**config.mk**
```make
export PLATFORM = sky130hd
export DESIGN_NAME = lsh_long_shifter
export DESIGN_NICKNAME = d
export VERILOG_FILES = /design/src/rtl/lsh_pkg.sv /design/src/rtl/lsh_count_decode.sv /design/src/rtl/lsh_barrel.sv /design/src/rtl/lsh_flag_gen.sv /design/src/rtl/lsh_long_shifter.sv
export SDC_FILE = /design/constraint.sdc
export NUM_CORES = 1
export LEC_CHECK = 0
export ABC_AREA = 1
export BUFFER_PORTS_ARGS = -buffer_cell sky130_fd_sc_hd__buf_4
export CAP_MARGIN = 20
export CORE_ASPECT_RATIO = 0.6
export CORE_MARGIN = 2
export CORE_UTILIZATION = 25
export DETAILED_ROUTE_END_ITERATION = 6
export GPL_TIMING_DRIVEN = 1
export PLACE_DENSITY = 0.52
export SETUP_SLACK_MARGIN = 0.4
export SLEW_MARGIN = 20
export SYNTH_ARGS = -nofsm -noshare
export SYNTH_HDL_FRONTEND = slang
export SYNTH_SLANG_ARGS = --single-unit
```
**constraint.sdc**
```tcl
create_clock -name clk -period 6.6 [get_ports clk]
set_input_delay 0.33 -clock clk [delete_from_list [all_inputs] [get_ports clk]]
set_output_delay 0.33 -clock clk [all_outputs]
set_load 0.01 [all_outputs]
```
**src/rtl/lsh_pkg.sv**
```systemverilog
package lsh_pkg;

    localparam int LONG_W = 32;
    localparam int EXT_W  = 4;
    localparam int ACC_W  = LONG_W + EXT_W;
    localparam int SRC_W  = 16;
    localparam int CNT_W  = $clog2(LONG_W);

    typedef enum logic {
        SH_RIGHT = 1'b0,
        SH_LEFT  = 1'b1
    } shift_dir_e;

    typedef struct packed {
        shift_dir_e             dir;
        logic [CNT_W-1:0]       amt;
    } shift_ctl_t;

    typedef struct packed {
        logic [ACC_W-1:0]       acc;
        logic                   neg;
        logic                   zero;
    } shift_res_t;

    function automatic logic [CNT_W-1:0] negate_count(input logic [CNT_W-1:0] c);
        return CNT_W'(~c) + CNT_W'(1);
    endfunction

endpackage

```
**src/rtl/lsh_count_decode.sv**
```systemverilog
module lsh_count_decode
    import lsh_pkg::*;
#(
    parameter int SW = SRC_W,
    parameter int CW = CNT_W
) (
    input  logic [SW-1:0] src,
    input  logic          is_imm,
    output shift_ctl_t    ctl
);
    logic sign_bit;
    logic unused_mid;

    assign sign_bit   = src[SW-1];
    assign unused_mid = ^src[SW-2:CW];

    always_comb begin
        if (is_imm || !sign_bit) begin
            ctl.dir = SH_RIGHT;
            ctl.amt = src[CW-1:0];
        end else begin
            ctl.dir = SH_LEFT;
            ctl.amt = negate_count(src[CW-1:0]);
        end
    end
endmodule

```
**src/rtl/lsh_barrel.sv**
```systemverilog
module lsh_barrel
    import lsh_pkg::*;
#(
    parameter int W  = LONG_W,
    parameter int CW = CNT_W
) (
    input  logic [W-1:0] din,
    input  shift_ctl_t   ctl,
    output logic [W-1:0] dout
);
    logic [W-1:0] rev_in;
    logic [W-1:0] pre;
    logic [W-1:0] rev_out;
    logic [W-1:0] stg [CW+1];

    for (genvar b = 0; b < W; b++) begin : g_rev
        assign rev_in[b]  = din[W-1-b];
        assign rev_out[b] = stg[CW][W-1-b];
    end

    assign pre    = (ctl.dir == SH_LEFT) ? rev_in : din;
    assign stg[0] = pre;

    for (genvar s = 0; s < CW; s++) begin : g_stage
        assign stg[s+1] = ctl.amt[s] ? (stg[s] >> (2**s)) : stg[s];
    end

    assign dout = (ctl.dir == SH_LEFT) ? rev_out : stg[CW];
endmodule

```
**src/rtl/lsh_flag_gen.sv**
```systemverilog
module lsh_flag_gen
    import lsh_pkg::*;
#(
    parameter int LW = LONG_W,
    parameter int EW = EXT_W
) (
    input  logic [LW-1:0]    long_res,
    output logic [LW+EW-1:0] acc_res,
    output logic             neg,
    output logic             zero
);
    assign acc_res = {{EW{1'b0}}, long_res};
    assign neg     = long_res[LW-1];
    assign zero    = (long_res == '0);
endmodule

```
**src/rtl/lsh_long_shifter.sv**
```systemverilog
module lsh_long_shifter
    import lsh_pkg::*;
#(
    parameter int LW = LONG_W,
    parameter int EW = EXT_W,
    parameter int SW = SRC_W,
    parameter int CW = CNT_W,
    localparam int AW = LW + EW
) (
    input  logic          clk,
    input  logic          rst,
    input  logic          in_valid,
    input  logic [AW-1:0] acc_in,
    input  logic [SW-1:0] src_in,
    input  logic          src_is_imm,
    output logic          out_valid,
    output logic [AW-1:0] acc_out,
    output logic          flag_n,
    output logic          flag_z
);
    shift_ctl_t    ctl;
    logic [LW-1:0] shifted;
    logic [AW-1:0] acc_next;
    logic          n_next;
    logic          z_next;
    logic          unused_ext;

    assign unused_ext = ^acc_in[AW-1:LW];

    lsh_count_decode #(.SW(SW), .CW(CW)) u_decode (
        .src    (src_in),
        .is_imm (src_is_imm),
        .ctl    (ctl)
    );

    lsh_barrel #(.W(LW), .CW(CW)) u_barrel (
        .din  (acc_in[LW-1:0]),
        .ctl  (ctl),
        .dout (shifted)
    );

    lsh_flag_gen #(.LW(LW), .EW(EW)) u_flags (
        .long_res (shifted),
        .acc_res  (acc_next),
        .neg      (n_next),
        .zero     (z_next)
    );

    always_ff @(posedge clk) begin
        if (rst) begin
            out_valid <= 1'b0;
            acc_out   <= '0;
            flag_n    <= 1'b0;
            flag_z    <= 1'b0;
        end else begin
            out_valid <= in_valid;
            if (in_valid) begin
                acc_out <= acc_next;
                flag_n  <= n_next;
                flag_z  <= z_next;
            end
        end
    end

    AST_IMM_RIGHT: assert property (@(posedge clk) disable iff (rst)
        (in_valid && src_is_imm) |-> (ctl.dir == SH_RIGHT));

    AST_EXT_CLEAR: assert property (@(posedge clk) disable iff (rst)
        acc_out[AW-1:LW] == '0);

    AST_ZERO_PASS: assert property (@(posedge clk) disable iff (rst)
        (in_valid && ctl.amt == '0) |=> (acc_out[LW-1:0] == $past(acc_in[LW-1:0])));

    AST_N_TRACKS: assert property (@(posedge clk) disable iff (rst)
        out_valid |-> (flag_n == acc_out[LW-1]));

    AST_Z_TRACKS: assert property (@(posedge clk) disable iff (rst)
        out_valid |-> (flag_z == (acc_out[LW-1:0] == '0)));

    AST_CAPTURE: assert property (@(posedge clk) disable iff (rst)
        in_valid |=> out_valid);

    AST_HOLD_IDLE: assert property (@(posedge clk) disable iff (rst)
        !in_valid |=> (!out_valid && $stable(acc_out) && $stable(flag_n) && $stable(flag_z)));
endmodule

```
==> impl_metrics.tcl <==
set metrics [dict create \
    cp_data_arrival_time_ns 3.95 \
    avgViaCountPerCell 5.09 \
    fmax_ghz 0.267 \
    skew_ns 0 \
    yosysTopAreaCell "nand3_1" \
    row_count 35 \
    start_kind "input pin" \
    hold_buffers 0 \
    vias 5062 \
    worstSetupPathType "input pin to flop" \
    avgSynthCellArea_um2 5.35 \
    ys_ff_latch 34 \
    setup_viol 0 \
    overflow 0 \
    clk_pin_slew_worst_paths_ns 0.05 \
    slew_headroom_pct 32.7 \
    syn2layout_area_growth_pct 19.0 \
    routed.top_layer "met4" \
    grt_pass1_wl_um 24800 \
    antenna_left 0 \
    async_flop_share_pct 0 \
    netlist_area_mm2 0.00405 \
    place_congestion 0.944 \
    synth_commonest_cells "nand3_1 (299), nand2_1 (227), inv_1 (71)" \
    synth_edf_count 0 \
    rsz0062_at_grt "no" \
    met1Wirelength_um 8190 \
    outcome "finished clean" \
    clock-sinks 34 \
    cts_repair_resize_count 0 \
    route.met2.wl_um 5430 \
    tightest_slew_ns 1.01 \
    ir_drop_uv 118 \
    wirelength_um 14800 \
    cpMostUsedCell "nand2_1" \
    synth_seq_area_share_pct 16.8 \
    antenna_found_initial 0 \
    drc 0 \
    synth.most_common_cell "nand3_1" \
    tns_ns 0 \
    fillers 1800 \
    cts_tree "built" \
    critPathMaxFanout 36 \
    grt_max_degree 67 \
    clock_path_buffers 2 \
    post_drt_wl_per_cell_um 14.9 \
    cpPeakStageDelay_ns 0.71 \
    numCtsBuffers 5 \
    port_buffers 76 \
    synth_cell_types 24 \
    cts_max_level 2 \
    finalNetCount 848 \
    wl_met3_um 1150 \
    power.density_mw_per_mm2 192 \
    dieHeight_um 103 \
    initial_utilization_pct 26.0 \
    synth_top_area_share_pct 36.9 \
    setup.worst_path.end_class "flop" \
    antennaDiodeCount 0 \
    finalCriticalPeriod_ns 3.74 \
    grt_usage_pct 17.8 \
    synth-main-ff-cell "dfxtp_1" \
    yosysWarnings 0 \
    grt_pass1_vias 4616 \
    syn_inst 758 \
    die_area_mm2 0.0173 \
    path_cells "buf_4 > inv_2 > ha_1 > inv_1 > o31ai_2 > xor2_2 > inv_2 > nand3_1 > nand3_1 > nand2_1 > nand2_1 > nor2_1 > nand2_1 > nor2_1 > nand2_1 > a21oi_1" \
    cts_setup_buffers 0 \
    core-area_mm2 0.0156 \
    fin_util_pct 30.9 \
    drtIter0Drc 587 \
    finalCritPeriodShare_pct 56.7 \
    min_path_type "input pin to flop" \
    cp.required_ns 6.80 \
    hold_viol 0 \
    cpMaxStageDelayCell "xor2_2" \
    maxSlewViolCount 0 \
    clk_latency_ns 0.28 \
    synth.area.top_cells "nand3_1 (37%), nand2_1 (21%), dfxtp_1 (17%), inv_1 (6.6%), o211ai_1 (5.7%)" \
    dp_hpwl_um 11400 \
    io_pins 95 \
    dr.pass1.iters 6 \
    p_leak_nw 2.60 \
    maxCapViolCount 0 \
    cts_root_buf "clkbuf_16" \
    layout-drive-gt1-share_pct 12.9 \
    fp.dieW_um 168 \
]
## path summary, 6_finish.rpt
| kind | from | endpoint | slack (ns) | cells past startpoint |
|---|---|---|---|---|
| setup / recovery | src_in[0] | flag_z$_SDFFE_PP0P_ | 2.86 | 16 |
| hold / removal | rst | out_valid$_SDFF_PP0_ | 0.23 | 2 |
| setup reg to reg | flag_n$_SDFFE_PP0P_ | flag_n$_SDFFE_PP0P_ | 5.93 | 2 |
| hold reg to reg | flag_z$_SDFFE_PP0P_ | flag_z$_SDFFE_PP0P_ | 0.47 | 2 |
## per-stage QoR
stage | setup WS, ns | cell area (µm²) | std cells | power, mW | hold WS (ns)
floorplan | 3.96 | 4060 | 761 | 0.535 | 0.399
global route | 2.39 | 4820 | 995 | 1.01 | 0.234
CTS | 2.89 | 4820 | 995 | 0.928 | 0.220
detailed placement | 2.61 | 4660 | 987 | 0.662 | 0.462
finish | 2.86 | 4820 | 995 | 0.926 | 0.226
global placement | 2.60 | 4660 | 987 | 0.661 | 0.457
## sequential cells by signal, indices dropped and copies added (netlist names)
name	cells
flag_z	1
acc_out	31
flag_n	1
out_valid	1
## metal layers
| layer | track usage [%] | up-vias |
|---|---|---|
| li1 | - | 2583 |
| met1 | 28.8 | 2310 |
| met2 | 24.1 | 163 |
| met3 | 4.07 | 6 |
| met4 | 0.995 | 0 |
| met5 | 0 | - |
## cell type report
class / count / area [µm²] / share of cell area (%)
Multi-Input combinational cell: 592 / 2820 / 58.5
Sequential cell: 34 / 681 / 14.1
Timing Repair Buffer: 82 / 616 / 12.8
Inverter: 76 / 285 / 5.91
Tap cell: 203 / 254 / 5.26
Clock buffer: 6 / 129 / 2.67
Clock inverter: 2 / 37.5 / 0.778
## cells by family (layout without fill, tap and decap cells)
| logic type | count (synthesis) | after routing | share of synthesized area [%] |
|---|---|---|---|
| adder cells (fa/ha/maj) | 1 | 1 | 0.309 |
| AND/OR/NAND/NOR | 546 | 546 | 60.2 |
| XOR/XNOR | 4 | 4 | 1.42 |
| flip-flops | 34 | 34 | 16.8 |
| AO/OA/AOI/OAI | 37 | 37 | 6.85 |
| other | 1 | 4 | 0.0925 |
| buffers and inverters | 135 | 166 | 14.3 |
## cell usage in the layout (no fill, tap or decap)
| master | count |
|---|---|
| inv_2 | 5 |
| o211ai_1 | 31 |
| clkinvlp_4 | 1 |
| inv_1 | 71 |
| nand2_2 | 1 |
| buf_4 | 82 |
| xor2_1 | 1 |
| ha_1 | 1 |
| nand3_1 | 299 |
| o21ai_0 | 1 |
| xor2_4 | 1 |
| xor2_2 | 2 |
| a21oi_1 | 2 |
| clkbuf_1 | 1 |
| nor2_4 | 1 |
| clkbuf_16 | 5 |
| nor3_1 | 1 |
| nor2_1 | 13 |
| nand3b_1 | 1 |
| nand2_1 | 226 |
| bufinv_16 | 1 |
| dfxtp_1 | 34 |
| nand4_1 | 4 |
| conb_1 | 4 |
| o31ai_2 | 1 |
| o21ai_2 | 2 |
## power by group
part,switching (mW),leakage (nW),internal (mW)
clock network,0.0843,0.0771,0.178
logic,0.285,2.25,0.145
registers,0.0105,0.282,0.223
total,0.380,2.60,0.546
## worst max-delay path, delay by kind of cell
family	cells	cell delay (ns)
XOR/XNOR	1	0.71
AO/OA/AOI/OAI	2	0.36
buffers and inverters	4	1.25
adder cells (fa/ha/maj)	1	0.24
AND/OR/NAND/NOR	8	1.01
No activity file was read; power rests on OpenSTA's default activity.
